===== config.mk =====
export PLATFORM = sky130hd
export DESIGN_NAME = match_timer_bank
export DESIGN_NICKNAME = d
export VERILOG_FILES = /design/src/rtl/tmb_pkg.sv /design/src/rtl/tmb_counter.sv /design/src/rtl/tmb_channel.sv /design/src/rtl/match_timer_bank.sv
export SDC_FILE = /design/constraint.sdc
export NUM_CORES = 2
export LEC_CHECK = 0
export BUFFER_PORTS_ARGS = -buffer_cell sky130_fd_sc_hd__buf_2
export CORE_ASPECT_RATIO = 0.75
export CORE_MARGIN = 2
export CORE_UTILIZATION = 59
export CTS_CLUSTER_SIZE = 8
export DETAILED_ROUTE_END_ITERATION = 7
export PLACE_DENSITY_LB_ADDON = 0.08
export SLEW_MARGIN = 20
export SYNTH_ARGS = -nofsm -noshare
export SYNTH_HDL_FRONTEND = slang
export SYNTH_HIERARCHICAL = 1
export SYNTH_SLANG_ARGS = --single-unit

===== constraint.sdc =====
create_clock -name clk_i -period 4.2 [get_ports clk_i]
set_clock_uncertainty 0.15 [all_clocks]
set_input_delay 0.21 -clock clk_i [delete_from_list [all_inputs] [get_ports clk_i]]
set_output_delay 0.21 -clock clk_i [all_outputs]
set_load 0.02 [all_outputs]

===== src/rtl/tmb_pkg.sv =====
package tmb_pkg;
  localparam int NCH = 8;
  localparam int CW  = 10;
  localparam int CHW = 3;

  localparam int CB_RST    = 3;
  localparam int CB_PER    = 6;
  localparam int CB_OWN    = 7;
  localparam int CB_FORCE0 = 8;
  localparam int CB_SNAP   = 9;

  typedef enum logic [1:0] {
    K_MATCH = 2'd0,
    K_COUNT = 2'd1,
    K_CTRL  = 2'd2,
    K_MISC  = 2'd3
  } kind_e;

  localparam logic [CHW-1:0] MISC_IE   = 3'd0;
  localparam logic [CHW-1:0] MISC_STAT = 3'd1;
  localparam logic [CHW-1:0] MISC_SNAP = 3'd2;

  function automatic logic [CHW-1:0] share_owner(input logic [CHW-1:0] ch);
    case (ch)
      3'd4, 3'd5: share_owner = 3'd4;
      3'd6, 3'd7: share_owner = 3'd6;
      default:    share_owner = 3'd0;
    endcase
  endfunction
endpackage


===== src/rtl/tmb_counter.sv =====
module tmb_counter #(
  parameter int DW   = 32,
  parameter int NSRC = 8,
  parameter int SW   = $clog2(NSRC)
) (
  input  logic            clk_i,
  input  logic            rst_ni,
  input  logic [NSRC-1:0] tick_i,
  input  logic [SW-1:0]   src_i,
  input  logic            ld_i,
  input  logic [DW-1:0]   ld_val_i,
  input  logic            clr_i,
  output logic [DW-1:0]   cnt_o,
  output logic [DW-1:0]   nxt_o,
  output logic            adv_o
);
  logic [DW-1:0] cnt_q;

  assign adv_o = tick_i[src_i] && !ld_i;
  assign nxt_o = cnt_q + DW'(1);
  assign cnt_o = cnt_q;

  always_ff @(posedge clk_i or negedge rst_ni) begin
    if (!rst_ni)     cnt_q <= '0;
    else if (ld_i)   cnt_q <= ld_val_i;
    else if (adv_o)  cnt_q <= clr_i ? '0 : nxt_o;
  end

  a_r10_load: assert property (@(posedge clk_i) disable iff (!rst_ni)
    ld_i |=> cnt_o == $past(ld_val_i));
  a_r5_clear: assert property (@(posedge clk_i) disable iff (!rst_ni)
    (clr_i && tick_i[src_i] && !ld_i) |=> cnt_o == '0);
  a_r2_hold: assert property (@(posedge clk_i) disable iff (!rst_ni)
    (!ld_i && !tick_i[src_i]) |=> $stable(cnt_o));
endmodule


===== src/rtl/tmb_channel.sv =====
module tmb_channel
  import tmb_pkg::*;
#(
  parameter int DW = 32,
  parameter int SW = 3,
  parameter int CH = 0
) (
  input  logic          clk_i,
  input  logic          rst_ni,
  input  logic          ctl_we_i,
  input  logic          match_we_i,
  input  logic [DW-1:0] wdata_i,
  input  logic          rearm_i,
  input  logic          adv_i,
  input  logic [DW-1:0] nxt_i,
  output logic          hit_o,
  output logic [CW-1:0] ctl_o,
  output logic [SW-1:0] src_o,
  output logic [DW-1:0] match_o
);
  localparam bit UPPER = (CH >= 4);
  localparam logic [CW-1:0] CMASK = UPPER ? CW'(10'h3ff) : CW'(10'h0ff);

  logic [CW-1:0] ctl_q;
  logic [SW-1:0] src_q;
  logic [DW-1:0] match_q;
  logic          armed_q;
  logic          src_upd;
  logic [SW-1:0] src_new;

  always_comb begin
    src_new = wdata_i[SW-1:0];
    if (UPPER) begin
      src_upd = wdata_i[CB_OWN] || (CH % 2 == 0);
      if (wdata_i[CB_FORCE0]) src_new = '0;
    end else begin
      src_upd = wdata_i[CB_OWN] || (CH == 0);
    end
  end

  assign hit_o   = armed_q && adv_i && (nxt_i == match_q);
  assign ctl_o   = ctl_q;
  assign src_o   = src_q;
  assign match_o = match_q;

  always_ff @(posedge clk_i or negedge rst_ni) begin
    if (!rst_ni) begin
      ctl_q   <= '0;
      src_q   <= '0;
      match_q <= '0;
      armed_q <= 1'b1;
    end else begin
      if (ctl_we_i) begin
        ctl_q <= wdata_i[CW-1:0] & CMASK;
        if (src_upd) src_q <= src_new;
      end
      if (match_we_i) match_q <= wdata_i;
      if (match_we_i || rearm_i)        armed_q <= 1'b1;
      else if (hit_o && !ctl_q[CB_PER]) armed_q <= 1'b0;
    end
  end

  a_r6_oneshot: assert property (@(posedge clk_i) disable iff (!rst_ni)
    (hit_o && !ctl_q[CB_PER] && !match_we_i && !rearm_i) |=> !armed_q);
  a_r6_periodic: assert property (@(posedge clk_i) disable iff (!rst_ni)
    (hit_o && ctl_q[CB_PER]) |=> armed_q);
  a_r4_src_keep: assert property (@(posedge clk_i) disable iff (!rst_ni)
    (ctl_we_i && !wdata_i[CB_OWN] && (CH != 0) && (!UPPER || (CH % 2 == 1)))
      |=> $stable(src_q));
endmodule


===== src/rtl/match_timer_bank.sv =====
module match_timer_bank
  import tmb_pkg::*;
#(
  parameter int DW   = 32,
  parameter int NSRC = 8
) (
  input  logic            clk_i,
  input  logic            rst_ni,
  input  logic [NSRC-1:0] tick_i,
  input  logic            wr_en_i,
  input  logic            rd_en_i,
  input  logic [4:0]      addr_i,
  input  logic [DW-1:0]   wdata_i,
  output logic [DW-1:0]   rdata_o,
  output logic            irq_o
);
  localparam int SW   = $clog2(NSRC);
  localparam int SOFF = 4;

  kind_e          kind;
  logic [CHW-1:0] ch;
  assign kind = kind_e'(addr_i[4:3]);
  assign ch   = addr_i[2:0];

  logic [NCH-1:0][DW-1:0]  cnt_w, nxt_w, match_w;
  logic [NCH-1:0]          adv_w, ld_w, clr_w, hit_w, ctl_we, match_we;
  logic [NCH-1:0][CW-1:0]  ctl_w;
  logic [NCH-1:0][SW-1:0]  src_w;
  logic [NCH-1:0][CHW-1:0] sel_w;
  logic [NCH-1:0]          ie_q, st_q, st_clr;
  logic [DW-1:0]           snap_q;
  logic                    snap_cap;
  logic                    st_wr;

  always_comb begin
    for (int k = 0; k < NCH; k++) begin
      sel_w[k]    = ctl_w[k][CB_OWN] ? CHW'(k) : share_owner(CHW'(k));
      ld_w[k]     = wr_en_i && (kind == K_COUNT) && (ch == CHW'(k));
      ctl_we[k]   = wr_en_i && (kind == K_CTRL)  && (ch == CHW'(k));
      match_we[k] = wr_en_i && (kind == K_MATCH) && (ch == CHW'(k));
    end
    for (int c = 0; c < NCH; c++) begin
      clr_w[c] = 1'b0;
      for (int k = 0; k < NCH; k++)
        if (hit_w[k] && ctl_w[k][CB_RST] && (sel_w[k] == CHW'(c))) clr_w[c] = 1'b1;
    end
  end

  for (genvar g = 0; g < NCH; g++) begin : g_cnt
    tmb_counter #(.DW(DW), .NSRC(NSRC), .SW(SW)) u_cnt (
      .clk_i    (clk_i),
      .rst_ni   (rst_ni),
      .tick_i   (tick_i),
      .src_i    (src_w[g]),
      .ld_i     (ld_w[g]),
      .ld_val_i (wdata_i),
      .clr_i    (clr_w[g]),
      .cnt_o    (cnt_w[g]),
      .nxt_o    (nxt_w[g]),
      .adv_o    (adv_w[g])
    );
  end

  for (genvar g = 0; g < NCH; g++) begin : g_ch
    tmb_channel #(.DW(DW), .SW(SW), .CH(g)) u_ch (
      .clk_i      (clk_i),
      .rst_ni     (rst_ni),
      .ctl_we_i   (ctl_we[g]),
      .match_we_i (match_we[g]),
      .wdata_i    (wdata_i),
      .rearm_i    (ld_w[sel_w[g]]),
      .adv_i      (adv_w[sel_w[g]]),
      .nxt_i      (nxt_w[sel_w[g]]),
      .hit_o      (hit_w[g]),
      .ctl_o      (ctl_w[g]),
      .src_o      (src_w[g]),
      .match_o    (match_w[g])
    );
  end

  // status, enable, snapshot
  assign st_wr    = wr_en_i && (kind == K_MISC) && (ch == MISC_STAT);
  assign st_clr   = st_wr ? wdata_i[SOFF +: NCH] : '0;
  assign snap_cap = rd_en_i && (kind == K_COUNT) && ch[0] && ch[2] &&
                    ctl_w[ch][CB_SNAP];

  always_ff @(posedge clk_i or negedge rst_ni) begin
    if (!rst_ni) begin
      ie_q   <= '0;
      st_q   <= '0;
      snap_q <= '0;
    end else begin
      if (wr_en_i && (kind == K_MISC) && (ch == MISC_IE)) ie_q <= wdata_i[SOFF +: NCH];
      st_q <= (st_q & ~st_clr) | (hit_w & ie_q);
      if (snap_cap) snap_q <= cnt_w[ch - CHW'(1)];
    end
  end

  assign irq_o = |st_q;

  always_comb begin
    rdata_o = '0;
    unique case (kind)
      K_MATCH: rdata_o = match_w[ch];
      K_COUNT: rdata_o = cnt_w[ch];
      K_CTRL:  rdata_o = DW'(ctl_w[ch]);
      K_MISC: begin
        if (ch == MISC_IE)        rdata_o[SOFF +: NCH] = ie_q;
        else if (ch == MISC_STAT) rdata_o[SOFF +: NCH] = st_q;
        else if (ch == MISC_SNAP) rdata_o = snap_q;
      end
      default: rdata_o = '0;
    endcase
  end

  a_r9_irq_hold: assert property (@(posedge clk_i) disable iff (!rst_ni)
    (irq_o && !st_wr) |=> irq_o);
  a_r8_gate: assert property (@(posedge clk_i) disable iff (!rst_ni)
    ((st_q == '0) && ((hit_w & ie_q) == '0)) |=> (st_q == '0));
  a_r7_snap_hold: assert property (@(posedge clk_i) disable iff (!rst_ni)
    !snap_cap |=> $stable(snap_q));
endmodule


# == Yosys cells after proc, flatten, opt, wreduce, memory -nomap -nowiden ==
# Index checks and enable logic that the tools add are counted.
# op_classes
n_mul,0
div,0
n_eq_ne,53
reduce_logical,167
order_cmp,15
shifts,0
bitwise,4
n_mux,152
n_addsub,9
# ops
operator,count
$mux W32,33
$bmux W32 S3,8
$add A32 B1 Y32 const B,8
$eq A32 B32 Y1,8
$pmux W32 S4,1
$logic_and A1 B1 Y1,114
$mux W1,80
$bmux W1 S3,18
$lt A3 B4 Y1 const B,12
$mux W20,2
$eq A3 B3 Y1 const B,12
$reduce_bool A2 Y1,16
$bmux W10 S3,1
$eq A2 B3 Y1 const B,8
$mux W8,3
$eq A3 B2 Y1 const B,6
$logic_not A3 Y1,6
$and A8 B8 Y8,2
$logic_not A1 Y1,16
$eq A1 B3 Y1 const B,4
$eq A2 B2 Y1 const B,6
$mux W10,1
$reduce_and A2 Y1,5
$eq A3 B1 Y1 const B,3
other kinds (14),27
# totals
out_inout_bits,33
reg_bits,664
inputBits,49
romBits,0
elab_cells,443
latch_bits,0
memories,0
ramBits,0

# == Longest topological paths before layout ==
# logic_depth
word_depth,20
depth_mapped,26
mapped_depth_nobuf,19

# == By module ==
# Netlist, hierarchy kept.
# modules_own_cells
mod,instances,cells_each,seq_area_each_um2,area_per_inst_um2
tmb_counter at g_cnt[0].u_cnt ...,7,315,800.8,2645.0
match_timer_bank,1,931,1201.2,11104.4
tmb_channel at g_ch[1].u_ch ...,3,145,1102.3,2001.9
tmb_channel at g_ch[4].u_ch ...,2,161,1152.4,2092.0
tmb_channel at g_ch[5].u_ch ...,2,152,1152.4,2067.0
tmb_counter at g_cnt[7].u_cnt,1,282,800.8,2442.3
tmb_channel at g_ch[0].u_ch,1,145,1027.2,1911.8

# == Worst setup path before layout ==
# Ideal clock, no wire load.
# synth_timing
path_kind,input-to-reg
start,input port addr_i[0]
end,register g_cnt[0].u_cnt.cnt_q[17]
setup_time_ps,120
cell_stages,23
t_required_ps,3930
slack_ps,-1002
path_buffers,10
arrival_time_ps,4932
path_cell_list,buf_6 -> buf_6 -> buf_4 -> buf_2 -> inv_1 -> ha_1 -> nand2b_1 -> clkbuf_1 -> nor2_1 -> clkbuf_1 -> clkbuf_1 -> clkbuf_1 -> nor2_1 -> mux2_2 -> o2111ai_1 -> or4_1 -> nor4_2 -> nand2_1 -> o221ai_1 -> clkbuf_1 -> clkbuf_1 -> o21ai_0 -> a31o_2
# synth_via
word_cells_on_any_way,75
classes_between,eq/ne (7); mux (19); reduce/logical (49)
# synth_rtl
item,line_no,rtl
from (decl),match_timer_bank.sv:12,"input logic [4:0] addr_i,"
$logic_not A3 Y1,match_timer_bank.sv:38,ld_w[k] = wr_en_i && (kind == K_COUNT) && (ch == CHW'(k));
$logic_and A1 B1 Y1,match_timer_bank.sv:38,
net ld_w[0],match_timer_bank.sv:26,"logic [NCH-1:0] adv_w, ld_w, clr_w, hit_w, ctl_we, match_we;"
$logic_not A1 Y1,tmb_counter.sv:19,assign adv_o = tick_i[src_i] && !ld_i;
$logic_and A1 B1 Y1,tmb_counter.sv:19,
net adv_w[0],match_timer_bank.sv:26,
$bmux W1 S3,match_timer_bank.sv:72,".adv_i (adv_w[sel_w[g]]),"
$mux W1 (implied by the code),match_timer_bank.sv:72,
$logic_and A1 B1 Y1 (2 in series),tmb_channel.sv:41,assign hit_o = armed_q && adv_i && (nxt_i == match_q);
net hit_w[3],match_timer_bank.sv:26,
$logic_and A1 B1 Y1 (2 in series),match_timer_bank.sv:45,if (hit_w[k] && ctl_w[k][CB_RST] && (sel_w[k] == CHW'(c))) clr_w[c] = 1'b1;
$mux W1 (3 in series),match_timer_bank.sv:45,
net clr_w[0],match_timer_bank.sv:26,
$mux W32 (2 in series),tmb_counter.sv:26,else if (adv_o) cnt_q <= clr_i ? '0 : nxt_o;
$mux W32,tmb_counter.sv:25,else if (ld_i) cnt_q <= ld_val_i;
to (signal assigned),tmb_counter.sv:25,
to (signal assigned),tmb_counter.sv:26,
to (decl),tmb_counter.sv:17,logic [DW-1:0] cnt_q;
# The timed path passes the listed nets, and every way through them passes these cells. The select of a mux whose other input is x is not followed.
# A chain may end at the register's enable or synchronous reset.

==> reports/qor.yml <==
outcome:
  status: "finished with violations"
  violations: "DRC, setup timing"
clocking:
  worstSkewPairLatency_ns: 0.70
  cts-buffers-inserted: 92
  clockRootBuffer: "clkbuf_16"
  cts_tree: "built"
  cts_max_level: 3
  clkTransAtPathRegs_ns: 0.06
  cts.path.max_buffers: 3
  cts.sinks: 661
setup_path:
  required_ns: 4.61
  crit_fanout: 12
  worstSetupPathType: "reg -> reg"
  start_kind: "flip-flop"
  crit_family: "simple AND/OR/NAND/NOR gates"
  cpPeakStageDelay_ns: 0.48
  cp_num_buf_inv: 6
  crit_arrival_ns: 5.28
  path_cells: "ha_2 > nand4_1 > buf_6 > buf_4 > or4_4 > nor3_4 > xor2_2 > mux2_2 > xor2_1 > nor4_1 > nand4_1 > nor4_4 > buf_4 > nand2_2 > nor2_2 > a21oi_2 > o221ai_4 > buf_6 > buf_12 > clkbuf_16 > a31oi_1 > o21ai_1 > a31oi_1"
  endpoint_kind: "flip-flop"
  cpMaxStageDelayCell: "or4_4"
floorplanning:
  pin_count: 82
  initial_utilization_pct: 59.82
  rows: 90
  die-area_um2: 84190
  die_w_um: 334.4
  fp.dieH_um: 251.8
  coreArea_um2: 80740
drt:
  avgRoutedWirePerCell_um: 35.41
  drc: 7
  drt_iter0_drc: 8383
  vias_per_cell: 7.454
  postRouteAntennaNets: 0
  drt-total-wl_mm: 236.1
  vias: 49710
  first_pass_iters: 8
power:
  pwr_density_cell_nw_per_um2: 516.9
  power.total_mw: 32.83
  peakVddDrop_v: 0.0004495
  p_leak_nw: 26.84
synthesis:
  synth_edf_count: 0
  synthCells: 4624
  yosysUniqueCellTypes: 83
  avgSynthCellArea_um2: 10.44
  synth_area_um2: 48300
  ys_ff_latch: 661
  synthFlopType: "dfrtp_1"
  ys_seq_area_share_pct: 34.27
  async_flop_share_pct: 100.0
  yosysWarnings: 6
grt:
  grt_pass1_wl_mm: 325.7
  first_global_vias: 45750
  gr-total-overflow: 0
  grt_antenna_before_repair: 14
  grt_max_degree: 104
  grt.total_usage_pct: 53.83
timing:
  holdWs_ns: 0.02369
  worst_slack_ns: -0.6696
  rsz0062_at_grt: "true"
  fin_crit_ns: 4.870
  setup_viol: 257
  fin_crit_sh_pct: 115.9
  worst_pin_slew_ns: 1.156
  max_freq_mhz: 205.4
  hold_viol_final: 0
  relSlewSlack_pct: 22.46
  maxSlewViolCount: 0
place:
  portBuffers: 81
  placed_cell_area_um2: 56140
  place.detailed.hpwl_mm: 167.7
  place_congestion: 1.134
  pre_cts_slack_ns: -0.8600
worst_hold_path:
  min-delay-path-class: "in -> async"
cells_and_area:
  areaGrowthSynthToFinish_pct: 31.51
  drive_above_1_share_pct: 44.88
  fill_cells: 5166
  nets: 5616
  final_area_um2: 63520
job:
  cap_violations: 0
## metrics by stage
stage,cells,TNS [ns],utilization (%)
floorplan,4628,0,-
global placement,6352,-138.26,69.53
detailed placement,6352,-158.87,69.53
CTS,6599,-56.89,76.11
global route,6660,-125.09,78.64
finish,6669,-117.48,78.67
## synth_stat cells (31+ instances only)
cell type | count | share of area [%]
a21oi_1 | 97 | 1.0
a22oi_1 | 45 | 0.70
a2bb2oi_1 | 33 | 0.60
a31o_2 | 31 | 0.56
a31oi_1 | 133 | 1.7
and2_1 | 36 | 0.47
and3_1 | 62 | 0.80
and4_1 | 39 | 0.71
buf_2 | 84 | 0.87
buf_4 | 50 | 0.78
clkbuf_1 | 181 | 1.4
dfrtp_1 | 653 | 34
inv_1 | 59 | 0.46
mux2_2 | 510 | 12
mux2i_1 | 123 | 2.5
mux4_2 | 216 | 10
nand2_1 | 346 | 2.7
nand3_1 | 120 | 1.2
nand4_1 | 81 | 1.0
nor2_1 | 199 | 1.5
nor3_1 | 57 | 0.59
nor4_1 | 87 | 1.1
o21ai_0 | 317 | 3.3
o21ai_1 | 35 | 0.36
or4_1 | 33 | 0.51
xnor2_1 | 221 | 4.0
xor2_1 | 247 | 4.5
## path summary, 6_finish.rpt
check / slack [ns] / end / depth (start not counted) / startpoint
setup / recovery: -0.67 / g_cnt[0].u_cnt/cnt_o[23]$_DFFE_PN0P_ / 23 / g_cnt[0].u_cnt/cnt_o[1]$_DFFE_PN0P_
hold / removal: 0.02 / g_cnt[3].u_cnt/cnt_o[27]$_DFFE_PN0P_ / 2 / rst_ni
setup reg to reg: -0.67 / g_cnt[0].u_cnt/cnt_o[23]$_DFFE_PN0P_ / 23 / g_cnt[0].u_cnt/cnt_o[1]$_DFFE_PN0P_
hold reg to reg: 0.33 / snap_q[17]$_DFFE_PN0P_ / 2 / snap_q[17]$_DFFE_PN0P_
max in group asynchronous: 2.67 / g_ch[1].u_ch/ctl_o[5]$_DFFE_PN0P_ / 3 / rst_ni
min in group clk_i: 0.05 / st_q[5]$_DFF_PN0_ / 5 / wr_en_i
## flip-flops by register name, summed over array words and instances (netlist names)
register and cells:
g_cnt.u_cnt/cnt_o 256, ie_q 8, st_q 8, g_ch.u_ch/src_o 23, g_ch.u_ch/match_o 256, g_ch.u_ch/armed_q 8, snap_q 32, g_ch.u_ch/ctl_o 70
## metal layers
layer | vias to the layer above | wire length [µm] | track usage [%]
met5 | - | 589 | 2.645
met1 | 24320 | 86700 | 74.35
met3 | 1031 | 46400 | 29.01
met2 | 5013 | 87330 | 68.28
met4 | 24 | 15100 | 23.86
li1 | 19330 | - | -
## area by class of cell
class	instances	area (µm²)	area share (%)
clock buffer	134	2470	3.889
antenna	10	25.02	0.03940
sequential	661	16560	26.07
tap	1058	1324	2.084
timing repair buffer	1201	10480	16.49
multi-input combinational	3529	32190	50.69
inverter	69	326.6	0.5141
clock inverter	7	145.1	0.2285
## worst register-to-register path: stages, from the launching register on
cell       delay (ns)
dfrtp_1          0.41
ha_2             0.21
nand4_1          0.13
buf_6            0.18
buf_4            0.15
or4_4            0.48
nor3_4           0.17
xor2_2           0.14
mux2_2           0.29
xor2_1           0.14
nor4_1           0.41
nand4_1          0.22
nor4_4           0.30
buf_4            0.19
nand2_2          0.07
nor2_2           0.11
a21oi_2          0.06
o221ai_4         0.13
buf_6            0.17
buf_12           0.16
clkbuf_16        0.18
a31oi_1          0.04
o21ai_1          0.13
a31oi_1          0.10
## logic make-up (layout without fill, tap and decap cells)
logic type | count (synthesis) | count (layout) | synth area share [%]
AND/OR/NAND/NOR | 1256 | 1258 | 15.24
buffers and inverters | 440 | 1411 | 4.306
flip-flops | 661 | 661 | 34.27
multiplexers | 858 | 858 | 24.81
AO/OA/AOI/OAI | 917 | 917 | 12.28
other | 4 | 18 | 0.03108
XOR/XNOR | 475 | 475 | 8.723
adder cells (fa/ha/maj) | 13 | 13 | 0.3368
## layout by cell type, fill, tap and decap left out, types with 45 or more instances in the layout
cell,count
o21ai_1,155
nand4_1,81
nor3_1,50
mux4_2,216
mux2_2,498
nand3_1,109
nor4_1,65
and3_1,45
buf_6,77
mux2i_1,123
nand2_1,331
buf_4,920
buf_12,67
a21oi_1,64
xnor2_1,201
inv_1,50
buf_2,78
a31oi_1,111
o21ai_0,149
xor2_1,229
nor2_1,169
clkbuf_16,101
dfrtp_1,649
## power by group
part           internal (mW)  leakage (nW)  switching [mW]
registers               7.79          8.25            1.57
clock network           4.05          1.25            3.15
logic                   6.94          17.3            9.33
total                   18.8          26.8            14.1
## timing repair
item,in CTS,in global routing
hold buffers,26,0
hold endpoints to repair,246,0
setup endpoints to repair,256,256
resized for setup,422,329
setup buffers,67,56
pin swaps,160,178
gates cloned,15,12
Note: power is estimated with default switching activity, not from simulation.
